$ cat src/rtl/cfgp_pkg.sv
package cfgp_pkg;
  localparam int ADDR_W  = 3;
  localparam int DATA_W  = 10;
  localparam int FRAME_W = ADDR_W + DATA_W;
  localparam int CFG_W   = 8;
  localparam int OFF_W   = 10;
  localparam int GAIN_W  = 6;
  localparam int NCH     = 3;
  localparam int DEMUX_BIT = 7;

  typedef enum logic [ADDR_W-1:0] {
    A_CFG    = 3'd0,
    A_OFF_R  = 3'd1,
    A_OFF_G  = 3'd2,
    A_OFF_B  = 3'd3,
    A_GAIN_R = 3'd4,
    A_GAIN_G = 3'd5,
    A_GAIN_B = 3'd6,
    A_RSVD   = 3'd7
  } reg_addr_e;

  typedef struct packed {
    logic [ADDR_W-1:0] addr;
    logic [DATA_W-1:0] data;
  } frame_t;
endpackage

$ cat src/rtl/cfgp_sync_edge.sv
module cfgp_sync_edge #(
  parameter int W      = 3,
  parameter int STAGES = 2
) (
  input  logic         clk,
  input  logic         rst_n,
  input  logic [W-1:0] d,
  output logic [W-1:0] q,
  output logic [W-1:0] rise
);
  logic [W-1:0] stg [STAGES];
  logic [W-1:0] q_d;

  always_ff @(posedge clk or negedge rst_n) begin
    if (!rst_n) begin
      for (int i = 0; i < STAGES; i++) stg[i] <= '0;
      q_d <= '0;
    end else begin
      stg[0] <= d;
      for (int i = 1; i < STAGES; i++) stg[i] <= stg[i-1];
      q_d <= stg[STAGES-1];
    end
  end

  assign q    = stg[STAGES-1];
  assign rise = q & ~q_d;
endmodule

$ cat src/rtl/cfgp_frame_shifter.sv
module cfgp_frame_shifter
  import cfgp_pkg::*;
(
  input  logic   clk,
  input  logic   rst_n,
  input  logic   shift_en,
  input  logic   bit_in,
  input  logic   commit_req,
  input  logic   block,
  output frame_t frame_o,
  output logic   frame_vld
);
  localparam int CNT_W = $clog2(FRAME_W + 2);
  localparam logic [CNT_W-1:0] CNT_FULL = CNT_W'(FRAME_W);
  localparam logic [CNT_W-1:0] CNT_SAT  = CNT_W'(FRAME_W + 1);

  logic [FRAME_W-1:0] sh;
  logic [CNT_W-1:0]   cnt;

  always_ff @(posedge clk or negedge rst_n) begin
    if (!rst_n) begin
      sh        <= '0;
      cnt       <= '0;
      frame_o   <= '0;
      frame_vld <= 1'b0;
    end else begin
      frame_vld <= 1'b0;
      if (commit_req) begin
        frame_vld <= (cnt == CNT_FULL) && !block;
        frame_o   <= frame_t'(sh);
        cnt       <= '0;
      end else if (shift_en) begin
        sh <= {sh[FRAME_W-2:0], bit_in};
        if (cnt != CNT_SAT) cnt <= cnt + 1'b1;
      end
    end
  end
endmodule

$ cat src/rtl/cfgp_reg_bank.sv
module cfgp_reg_bank
  import cfgp_pkg::*;
(
  input  logic                    clk,
  input  logic                    rst_n,
  input  frame_t                  wr_frame,
  input  logic                    wr_vld,
  output logic [CFG_W-1:0]        cfg_q,
  output logic [NCH*OFF_W-1:0]    off_q,
  output logic [NCH*GAIN_W-1:0]   gain_q,
  output logic                    wr_done
);
  always_ff @(posedge clk or negedge rst_n) begin
    if (!rst_n) begin
      cfg_q   <= '0;
      wr_done <= 1'b0;
    end else begin
      wr_done <= wr_vld && (wr_frame.addr != A_RSVD);
      if (wr_vld && wr_frame.addr == A_CFG) cfg_q <= wr_frame.data[CFG_W-1:0];
    end
  end

  for (genvar ch = 0; ch < NCH; ch++) begin : g_chan
    localparam logic [ADDR_W-1:0] OFF_ADDR  = ADDR_W'(int'(A_OFF_R) + ch);
    localparam logic [ADDR_W-1:0] GAIN_ADDR = ADDR_W'(int'(A_GAIN_R) + ch);
    logic [OFF_W-1:0]  off_r;
    logic [GAIN_W-1:0] gain_r;

    always_ff @(posedge clk or negedge rst_n) begin
      if (!rst_n) begin
        off_r  <= '0;
        gain_r <= '0;
      end else if (wr_vld) begin
        if (wr_frame.addr == OFF_ADDR)  off_r  <= wr_frame.data[OFF_W-1:0];
        if (wr_frame.addr == GAIN_ADDR) gain_r <= wr_frame.data[GAIN_W-1:0];
      end
    end

    assign off_q[ch*OFF_W +: OFF_W]    = off_r;
    assign gain_q[ch*GAIN_W +: GAIN_W] = gain_r;
  end
endmodule

$ cat src/rtl/cfgp_serial_port.sv
module cfgp_serial_port
  import cfgp_pkg::*;
#(
  parameter int SYNC_STAGES = 2
) (
  input  logic                  clk,
  input  logic                  rst_n,
  input  logic                  ser_clk,
  input  logic                  ser_data,
  input  logic                  ser_wr,
  input  logic                  par_sel,
  input  logic                  oe_n,
  output logic [CFG_W-1:0]      cfg_word,
  output logic [NCH*OFF_W-1:0]  offs,
  output logic [NCH*GAIN_W-1:0] gains,
  output logic                  wr_done,
  output logic                  par_access_ok,
  output logic                  mode_fault
);
  localparam int IDX_CLK  = 0;
  localparam int IDX_DATA = 1;
  localparam int IDX_WR   = 2;

  logic [2:0] pin_lvl, pin_rise;
  frame_t     frame;
  logic       frame_vld;
  logic       unused_sync;

  cfgp_sync_edge #(.W(3), .STAGES(SYNC_STAGES)) u_sync (
    .clk  (clk),
    .rst_n(rst_n),
    .d    ({ser_wr, ser_data, ser_clk}),
    .q    (pin_lvl),
    .rise (pin_rise)
  );
  assign unused_sync = ^{pin_lvl[IDX_CLK], pin_lvl[IDX_WR], pin_rise[IDX_DATA]};

  cfgp_frame_shifter u_shift (
    .clk       (clk),
    .rst_n     (rst_n),
    .shift_en  (pin_rise[IDX_CLK]),
    .bit_in    (pin_lvl[IDX_DATA]),
    .commit_req(pin_rise[IDX_WR]),
    .block     (par_sel),
    .frame_o   (frame),
    .frame_vld (frame_vld)
  );

  cfgp_reg_bank u_regs (
    .clk     (clk),
    .rst_n   (rst_n),
    .wr_frame(frame),
    .wr_vld  (frame_vld),
    .cfg_q   (cfg_word),
    .off_q   (offs),
    .gain_q  (gains),
    .wr_done (wr_done)
  );

  assign par_access_ok = oe_n && par_sel && !cfg_word[DEMUX_BIT];
  assign mode_fault    = !oe_n && par_sel;
endmodule

$ cat config.mk
export PLATFORM = sky130hd
export DESIGN_NAME = cfgp_serial_port
export DESIGN_NICKNAME = d
export VERILOG_FILES = /design/src/rtl/cfgp_pkg.sv /design/src/rtl/cfgp_sync_edge.sv /design/src/rtl/cfgp_frame_shifter.sv /design/src/rtl/cfgp_reg_bank.sv /design/src/rtl/cfgp_serial_port.sv
export SDC_FILE = /design/constraint.sdc
export NUM_CORES = 1
export LEC_CHECK = 0
export BUFFER_PORTS_ARGS = -buffer_cell sky130_fd_sc_hd__buf_2
export CAP_MARGIN = 20
export CORE_ASPECT_RATIO = 1.25
export CORE_UTILIZATION = 55
export DETAILED_ROUTE_END_ITERATION = 8
export GPL_ROUTABILITY_DRIVEN = 1
export MAX_ROUTING_LAYER = met4
export PLACE_DENSITY = 0.84
export SLEW_MARGIN = 20
export SYNTH_ARGS = -nofsm -noshare
export SYNTH_HDL_FRONTEND = slang
export SYNTH_SLANG_ARGS = --single-unit
$ cat constraint.sdc
create_clock -name clk -period 1.85 [get_ports clk]
set_input_delay 0.4625 -clock clk [delete_from_list [all_inputs] [get_ports clk]]
set_output_delay 0.4625 -clock clk [all_outputs]
set_load 0.05 [all_outputs]
==> out/metrics.cfg <==
[place]
place_inst=405
globalplace.congestion=0.7764
io_buffer_count=65
hpwl_mm=4.780

[setup_path]
crit_type=register to register
reg2reg_slack_ps=210
cp-end-kind=register
crit_required_ps=2090
critPathMaxFanout=8
r2r-start=u_shift.frame_o[11]
arrival_ps=1880
reg2regPathDepth=3
crit_path_start_kind=register
r2r-end=u_regs.cfg_q[0]

[logic_synthesis]
syn_area_per_cell_um2=14.46
netlist_area_um2=3672
synth_nets=264
syn_inst=254
synth_cell_types=30
synth.yosys.seq_area_share=0.6542
ys_seq_elements=96
yosysWarnings=0

[finish]
drive_above_1_share=0.4940
final_cell_mix=dfrtp_1, mux2_2, buf_2, nand2_1, clkbuf_8
fin_cells=421
area_delta_synth_final_pct=19.49
layout_commonest_cell=dfrtp_1
antenna_cells=0
fin_nets=341

[sta]
setup_violations=0
drv_slew=0
max_freq_mhz=610.7
clock_skew_ps=11.32
final.setup.tns_ps=0
fin_crit_sh=0.8852
whs_ps=8.387
period_needed_ps=1638
relSlewSlack=0.6595
hold_violations=0
worst_pin_slew_ps=509.1
rsz0062_at_grt=no

[grt]
grt_overflow=0
grt_pass1_wl_mm=11.01
grt_max_degree=39
grt_usage=0.2239
antenna_found_initial=0
grt_pass1_vias=2314

[clock_network]
cts_setup_buffers=0
cts_hold_buf=0
cts_tree=yes
cts.sink_count=96
htreeDepth=3
clk_latency_ps=360
cts_root_buffer=clkbuf_8
clkSlewWorstSetupHoldPaths_ps=100
cts_buffers=9
post_cts_resized=0
clk_path_buf_depth=2

[die]
fp.dieW_um=75.09
pin_count=66
core_um2=6326
fp.dieH_um=93.36
dieArea_um2=7010
start_util=0.5805
placementRows=32

[drt]
first_pass_iters=4
vias=2210
viasPerCell=5.249
drt_iter0_drc=116
drt.antenna.violating_nets=0
wire_per_inst_um=15.81
drc=0
routed_wl_mm=6.658

[status]
status=completed

[pwr]
leakage_uw=0.002391
vdd_ir_drop_max_uv=672.8
p_per_area_nw_per_um2=977.1

[min_path]
min_path_type=input pin to asynchronous set/reset pin

[job]
max_cap_viol_count=0

metal layers:
metal / wire (um) / track usage
met5: 0 / -
met3: 243 / 0.04957
met1: 2862 / 0.2716
met4: 127 / 0.1022
met2: 3424 / 0.3559
kinds of logic after synthesis:
family | Yosys count | synth area share
compound gates | 8 | 0.01465
buf+inv | 14 | 0.01805
simple gates | 63 | 0.08859
fa+ha+maj | 3 | 0.01022
mux | 70 | 0.2143
flops | 96 | 0.6542
stage by stage:
step | total power (uW) | instance area [um^2] | util | worst slack (ps)
final | 4287 | 4388 | 0.6936 | 212.4
after global routing | 4515 | 4388 | 0.6936 | 167.6
after CTS | 4330 | 4388 | 0.6936 | 223.0
after detailed placement | 3002 | 4193 | 0.6628 | 232.9
after global placement | 2967 | 4193 | 0.6628 | 276.5
after floorplan | 2815 | 3672 | - | 98.75
Yosys cell counts (all sizes together):
library cell / count / area [um^2]
a211oi: 1 / 7.510
a21boi: 1 / 7.510
a21oi: 2 / 10.01
a311oi: 1 / 8.760
a31o: 1 / 8.760
a31oi: 1 / 6.260
and2: 1 / 6.260
and3: 1 / 6.260
buf: 7 / 40.03
clkbuf: 3 / 11.26
dfrtp: 96 / 2402
ha: 3 / 37.54
inv: 4 / 15.01
mux2: 69 / 777.0
mux2i: 1 / 10.01
nand2: 42 / 157.7
nand2b: 2 / 15.02
nand3: 1 / 5.000
nand4: 1 / 6.260
nand4b: 4 / 35.03
nor2: 3 / 11.26
nor2b: 3 / 18.77
nor3: 3 / 37.53
nor3b: 2 / 26.28
o21ai: 1 / 5.000
worst max path at each step:
| stage | end | depth (start not counted) | slack (ps) | from |
|---|---|---|---|---|
| floorplan | par_access_ok | 1 | 100 | u_regs.cfg_q[7] |
| global placement | u_regs.cfg_q[4] | 3 | 280 | u_shift.frame_o[11] |
| detailed placement | u_regs.cfg_q[2] | 3 | 230 | u_shift.frame_o[11] |
| CTS | u_regs.cfg_q[0] | 3 | 220 | u_shift.frame_o[11] |
| global route | par_access_ok | 2 | 170 | u_regs.cfg_q[7] |
| finish | u_regs.cfg_q[0] | 3 | 210 | u_shift.frame_o[11] |
sequential cells by signal (all words and copies together), names as in the netlist:
name                  cells
u_shift.frame_vld         1
u_regs.cfg_q              8
u_shift.cnt               4
u_sync.q_d                2
u_regs.g_chan.off_r      30
u_sync.q                  3
u_sync.stg                3
u_regs.g_chan.gain_r     18
u_shift.sh               13
u_shift.frame_o          13
u_regs.wr_done            1
where the power goes:
part           internal, uW  switching [uW]
combinational           188             167
sequential             2330             283
clock                   562             763
final cells by class:
type                            count  area, um^2
Multi-Input combinational cell    144        1209
Clock inverter                      6       57.56
Fill cell                         465        1938
Tap cell                           85       106.4
Timing Repair Buffer               76       460.4
Clock buffer                       10       137.6
Inverter                            4       15.01
Sequential cell                    96        2402
critical path: stages (launching register included):
cell	delay (ps)
dfrtp_1	440
nand2b_2	260
nor3_4	430
mux2_2	390
No activity file was read; power rests on OpenSTA's default activity.
